===== config.mk =====
export PLATFORM = sky130hd
export DESIGN_NAME = ssm_profile_seq
export DESIGN_NICKNAME = d
export VERILOG_FILES = /design/src/rtl/ssm_pkg.sv /design/src/rtl/ssm_lfsr.sv /design/src/rtl/ssm_stepper.sv /design/src/rtl/ssm_out_stage.sv /design/src/rtl/ssm_profile_seq.sv
export SDC_FILE = /design/constraint.sdc
export NUM_CORES = 1
export LEC_CHECK = 0
export BUFFER_PORTS_ARGS = -buffer_cell sky130_fd_sc_hd__buf_4
export CORE_AREA = 2 2 119 121
export CTS_CLUSTER_SIZE = 24
export DETAILED_ROUTE_END_ITERATION = 7
export DIE_AREA = 0 0 121 123
export PLACE_DENSITY_LB_ADDON = 0.05
export SYNTH_ARGS = -nofsm -noshare
export SYNTH_HDL_FRONTEND = slang
export SYNTH_SLANG_ARGS = --single-unit

===== constraint.sdc =====
create_clock -name clk -period 10.2 [get_ports clk]
set_input_delay 2.04 -clock clk [delete_from_list [all_inputs] [get_ports clk]]
set_output_delay 2.04 -clock clk [all_outputs]
set_load 0.005 [all_outputs]

===== src/rtl/ssm_pkg.sv =====
package ssm_pkg;
    typedef enum logic {
        DIR_UP   = 1'b0,
        DIR_DOWN = 1'b1
    } dir_e;
endpackage


===== src/rtl/ssm_lfsr.sv =====
module ssm_lfsr #(
    parameter int            W    = 16,
    parameter logic [W-1:0]  TAPS = 16'hB400,
    parameter logic [W-1:0]  SEED = 16'hACE1
) (
    input  logic clk,
    input  logic rst_n,
    output logic noise_bit
);
    logic [W-1:0] sr_d, sr_q;

    always_comb begin
        sr_d = {sr_q[W-2:0], ^(sr_q & TAPS)};
    end

    always_ff @(posedge clk or negedge rst_n) begin
        if (!rst_n) sr_q <= SEED;
        else        sr_q <= sr_d;
    end

    assign noise_bit = sr_q[0];
endmodule


===== src/rtl/ssm_stepper.sv =====
module ssm_stepper
    import ssm_pkg::*;
#(
    parameter int BASE_W = 6,
    parameter int DW     = 4,
    parameter int NDELTA = 12,
    parameter int CNT_W  = 4,
    parameter int DWL_W  = 4,
    parameter int ACC_W  = 8,
    parameter int IDX_W  = 4
) (
    input  logic                   clk,
    input  logic                   rst_n,
    input  logic                   pfd_en,
    input  logic [BASE_W-1:0]      live_base,
    input  logic [NDELTA*DW-1:0]   live_deltas,
    input  logic [CNT_W-1:0]       live_count,
    input  logic [DWL_W-1:0]       live_dwell,
    input  logic                   live_dither,
    input  logic                   live_dbl,
    output logic [ACC_W-1:0]       run_acc,
    output logic [IDX_W-1:0]       run_idx,
    output logic                   run_off,
    output logic                   run_dither,
    output logic                   run_dbl
);
    typedef struct packed {
        logic [NDELTA*DW-1:0] deltas;
        logic [CNT_W-1:0]     count;
        logic [DWL_W-1:0]     dwell;
        logic                 dither;
        logic                 dbl;
        logic [ACC_W-1:0]     acc;
        logic [IDX_W-1:0]     idx;
        dir_e                 dir;
        logic [DWL_W-1:0]     cnt;
    } st_t;

    st_t s_d, s_q;
    int  n_eff;
    int  up_pos, dn_pos;
    logic [DW-1:0] delta_up, delta_dn;
    logic take;

    always_comb begin
        n_eff    = (int'(s_q.count) > NDELTA) ? NDELTA : int'(s_q.count);
        up_pos   = (int'(s_q.idx) < NDELTA) ? int'(s_q.idx) : 0;
        dn_pos   = (s_q.idx == '0) ? 0 : int'(s_q.idx) - 1;
        delta_up = s_q.deltas[up_pos*DW +: DW];
        delta_dn = s_q.deltas[dn_pos*DW +: DW];
        take     = 1'b0;
        s_d      = s_q;
        if (pfd_en) begin
            if (s_q.dwell == '0) begin
                take = 1'b1;
            end else if (s_q.cnt != s_q.dwell - DWL_W'(1)) begin
                s_d.cnt = s_q.cnt + DWL_W'(1);
            end else begin
                s_d.cnt = '0;
                if (n_eff == 0) begin
                    take = 1'b1;
                end else if (s_q.dir == DIR_UP) begin
                    s_d.acc = s_q.acc + ACC_W'(delta_up);
                    s_d.idx = s_q.idx + IDX_W'(1);
                    if (int'(s_q.idx) + 1 == n_eff) s_d.dir = DIR_DOWN;
                end else if (s_q.idx == IDX_W'(1)) begin
                    take = 1'b1;
                end else begin
                    s_d.acc = s_q.acc - ACC_W'(delta_dn);
                    s_d.idx = s_q.idx - IDX_W'(1);
                end
            end
        end
        if (take) begin
            s_d.deltas = live_deltas;
            s_d.count  = live_count;
            s_d.dwell  = live_dwell;
            s_d.dither = live_dither;
            s_d.dbl    = live_dbl;
            s_d.acc    = ACC_W'(live_base);
            s_d.idx    = '0;
            s_d.dir    = DIR_UP;
            s_d.cnt    = '0;
        end
    end

    always_ff @(posedge clk or negedge rst_n) begin
        if (!rst_n) s_q <= '0;
        else        s_q <= s_d;
    end

    assign run_acc    = s_q.acc;
    assign run_idx    = s_q.idx;
    assign run_off    = (s_q.dwell == '0);
    assign run_dither = s_q.dither;
    assign run_dbl    = s_q.dbl;
endmodule


===== src/rtl/ssm_out_stage.sv =====
module ssm_out_stage #(
    parameter int ACC_W = 8,
    parameter int OUT_W = 9
) (
    input  logic             clk,
    input  logic             rst_n,
    input  logic             pfd_en,
    input  logic [ACC_W-1:0] run_acc,
    input  logic             run_off,
    input  logic             run_dither,
    input  logic             run_dbl,
    input  logic             noise_bit,
    output logic [OUT_W-1:0] offset_out
);
    typedef struct packed {
        logic dith;
    } os_t;

    os_t o_d, o_q;
    logic [ACC_W-1:0] value;

    always_comb begin
        o_d = o_q;
        if (pfd_en) o_d.dith = run_dither & noise_bit;
        value = run_acc ^ ACC_W'(o_q.dith & run_dither);
        if (run_off)      offset_out = '0;
        else if (run_dbl) offset_out = {value, 1'b0};
        else              offset_out = {1'b0, value};
    end

    always_ff @(posedge clk or negedge rst_n) begin
        if (!rst_n) o_q <= '0;
        else        o_q <= o_d;
    end
endmodule


===== src/rtl/ssm_profile_seq.sv =====
module ssm_profile_seq #(
    parameter int BASE_W = 6,
    parameter int DW     = 4,
    parameter int NDELTA = 12,
    parameter int CNT_W  = 4,
    parameter int DWL_W  = 4,
    parameter int LFSR_W = 16,
    localparam int ACC_MAX = (2**BASE_W - 1) + NDELTA * (2**DW - 1),
    localparam int ACC_W   = $clog2(ACC_MAX + 1),
    localparam int OUT_W   = ACC_W + 1,
    localparam int IDX_W   = $clog2(NDELTA + 1)
) (
    input  logic                 clk,
    input  logic                 rst_n,
    input  logic                 pfd_en,
    input  logic [BASE_W-1:0]    cfg_base,
    input  logic [NDELTA*DW-1:0] cfg_deltas,
    input  logic [CNT_W-1:0]     cfg_count,
    input  logic [DWL_W-1:0]     cfg_dwell,
    input  logic                 cfg_dither,
    input  logic                 cfg_double,
    output logic [OUT_W-1:0]     offset_out
);
    logic [ACC_W-1:0] run_acc;
    logic [IDX_W-1:0] run_idx;
    logic             run_off, run_dither, run_dbl, noise_bit;

    ssm_lfsr #(.W(LFSR_W)) u_lfsr (
        .clk(clk), .rst_n(rst_n), .noise_bit(noise_bit)
    );

    ssm_stepper #(
        .BASE_W(BASE_W), .DW(DW), .NDELTA(NDELTA), .CNT_W(CNT_W),
        .DWL_W(DWL_W), .ACC_W(ACC_W), .IDX_W(IDX_W)
    ) u_step (
        .clk(clk), .rst_n(rst_n), .pfd_en(pfd_en),
        .live_base(cfg_base), .live_deltas(cfg_deltas),
        .live_count(cfg_count), .live_dwell(cfg_dwell),
        .live_dither(cfg_dither), .live_dbl(cfg_double),
        .run_acc(run_acc), .run_idx(run_idx), .run_off(run_off),
        .run_dither(run_dither), .run_dbl(run_dbl)
    );

    ssm_out_stage #(.ACC_W(ACC_W), .OUT_W(OUT_W)) u_out (
        .clk(clk), .rst_n(rst_n), .pfd_en(pfd_en), .run_acc(run_acc),
        .run_off(run_off), .run_dither(run_dither), .run_dbl(run_dbl),
        .noise_bit(noise_bit), .offset_out(offset_out)
    );
endmodule


==> metrics.csv <==
metric;value;unit
outcome;complete, no violations;
die-width;121;µm
fill_cells;1277;
core;13610;µm²
hold_class;reg -> reg;
grt.total_usage;0.1907;
dp.cells;718;
seqPwrFrac;0.292;
pwr-share-clk;0.135;
grt_pass1_wl;21790;µm
multi_input_comb_area;2818;µm²
timing.fmax;206.8;MHz
mostFrequentLayoutCell;dfrtp_1;
synthToLayoutAreaGrowth;18.08;%
grt_start_max_net_pins;72;
grt_pass1_vias;4101;
post_cts_resized;0;
cts_tree;yes;
syn_inst;486;
wl;13240;µm
antenna_found_initial;0;
place.gp.congestion;0.8432;
fin_area;6300;µm²
stdcell_count;734;
syn-cell-area;5335;µm²
finalSetupViolations;0;
hpwl;9704;µm
wl_met1;6273;µm
top_layer;met4;
holdWs;349.3;ps
ios;76;
place_area;6008;µm²
routedWlPerCell;18.03;µm
vias;3998;
cts_setup_buffers;0;
finish.utilization;0.4628;
viasPerCell;5.447;
ys_ff_latch;92;
drive_gt1_frac;0.3394;
cts_hold_buf;0;
period_needed;4836;ps
cp.arrival;5080;ps
mostFrequentLayoutCells;84 x dfrtp_1, 79 x buf_4, 63 x mux2_2;
syn_avg_cell_area;10.98;µm²
wl_met3;595;µm
total_power;2.452;mW
drc;0;
wl_met2;6176;µm
fin_skew;9.380;ps
p_switching;1.062;mW
critPathLaunchType;flip-flop;
rsz0062_at_grt;false;
p_int;1.390;mW
cts_max_path_buffers;2;
slew_headroom;0.3646;
synth_flop_cell;dfrtp_1;
critical_path_class;reg -> reg;
drtIter0Drc;188;
synth_cell_type_count;69;
dp_slack;5379;ps
required;10440;ps
final-hold-violation-count;0;
leakage;2.780;nW
ant_nets;0;
register_area;2312;µm²
port_buffers;75;
tightestPinTransition;953.1;ps
fin_ws;5364;ps
ir_drop;0.2003;mV
synth_edf_count;0;
cts_buffers;9;
htree_levels;3;
clockRootBuffer;clkbuf_16;
clkSinkCount;92;
nets;634;
drv_slew;0;
drv_cap;0;
antenna_cells;0;
ys_warn_count;0;
num_rows;43;
syn_nets;571;
power_density;389.2;nW/µm²
combPwrFrac;0.573;
switching_share;0.4330;
initial_core_util;0.3919;
die-area;14880;µm²
crit_fanout;23;
die_h;123;µm
setup_tns;0;ps
r2r_setup_slack;5360;ps
period_share;0.4742;
clock_latency;360;ps
worstSetupEndpointType;flip-flop;
grt_overflow;0;
ys_seq_area_frac;0.4334;
cts.clk_slew.worst_paths;70;ps
async_reset_ff_frac;1.000;
drtPass1Iterations;5;
==> final timing paths <==
kind	from	endpoint	cells after the start
min in group asynchronous	rst_n	u_step.s_q[33]$_DFFE_PN0P_	1
min	u_lfsr.sr_q[3]$_DFF_PN0_	u_lfsr.sr_q[4]$_DFF_PN0_	0
max reg2reg	u_step.run_idx[1]$_DFFE_PN0P_	u_step.run_acc[6]$_DFFE_PN0P_	15
min reg2reg	u_lfsr.sr_q[3]$_DFF_PN0_	u_lfsr.sr_q[4]$_DFF_PN0_	0
max in group asynchronous	rst_n	u_step.s_q[23]$_DFFE_PN0P_	2
max	u_step.run_idx[1]$_DFFE_PN0P_	u_step.run_acc[6]$_DFFE_PN0P_	15
==> metal layers <==
metal | vias to the layer above | GRT usage
li1 | 1906 | -
met4 | 0 | 0.05959
met5 | - | 0
met2 | 93 | 0.2985
met1 | 1984 | 0.2621
met3 | 15 | 0.04566
==> layout make-up <==
cell class	count	area share
well taps	180	0.03575
flip-flops and latches	92	0.3670
clock inverters	7	0.01053
multi-input cells	351	0.4473
repair buffers	79	0.09414
clock buffers	9	0.03575
inverters	16	0.009533
==> synthesized netlist by cell type, types with 4 or more instances <==
cell type  instances  area, µm²
dfrtp_1           84       2102
mux2_2            63      709.4
nand2_1           36      135.1
nor2_1            28      105.1
o21ai_0           21      105.1
a21oi_1           17      85.08
ha_1              16      200.2
inv_1             15      56.30
mux2i_1           15      150.1
buf_2             14      70.07
xnor2_1           13      113.9
nor2b_1           10      62.56
clkbuf_1           9      33.78
a21o_1             8      60.06
dfstp_2            8      210.2
mux4_2             7      157.7
nand3_1            7      35.03
o22ai_1            7      43.79
xor2_1             7      61.31
o211a_1            6      60.06
o21ai_1            6      30.03
a211oi_1           5      37.54
a221oi_1           5      43.79
nor3_1             5      25.02
o31ai_1            4      30.03
==> power by group through the flow <==
| stage | Clock, mW | Combinational (mW) | Sequential (mW) |
|---|---|---|---|
| floorplan | 0 | 1.14 | 0.613 |
| global placement | 0 | 1.37 | 0.727 |
| detailed placement | 0 | 1.40 | 0.724 |
| CTS | 0.338 | 1.41 | 0.717 |
| global route | 0.353 | 1.57 | 0.744 |
| finish | 0.330 | 1.41 | 0.717 |
==> cell families after synthesis <==
group                    count (synthesis)  share of synthesized area
buffers and inverters                   43                    0.03846
AO/OA/AOI/OAI                          117                     0.1571
AND/OR/NAND/NOR                        111                     0.1025
adder cells (fa/ha/maj)                 18                    0.04503
multiplexers                            85                     0.1907
XOR/XNOR                                20                    0.03283
flip-flops                              92                     0.4334
==> critical path, stage by stage, from the launching register on <==
cell and delay (ps):
dfrtp_1 710, inv_1 390, ha_1 470, or3b_1 440, nand2_2 230, mux4_2 530
a21oi_1 160, nor2b_1 70, o22ai_1 170, ha_1 310, nor2b_1 160, o21ai_0 180
a21boi_0 150, o21a_1 190, or3_1 310, a32o_1 250
==> state kept, by name, indices dropped and copies added, names as in the netlist <==
register / cells
u_lfsr.sr_q: 16
u_step.s_q: 61
u_step.run_idx: 4
u_step.run_acc: 8
u_out.o_q: 1
u_step.run_dbl: 1
u_step.run_dither: 1
(Power assumes the default switching activity.)
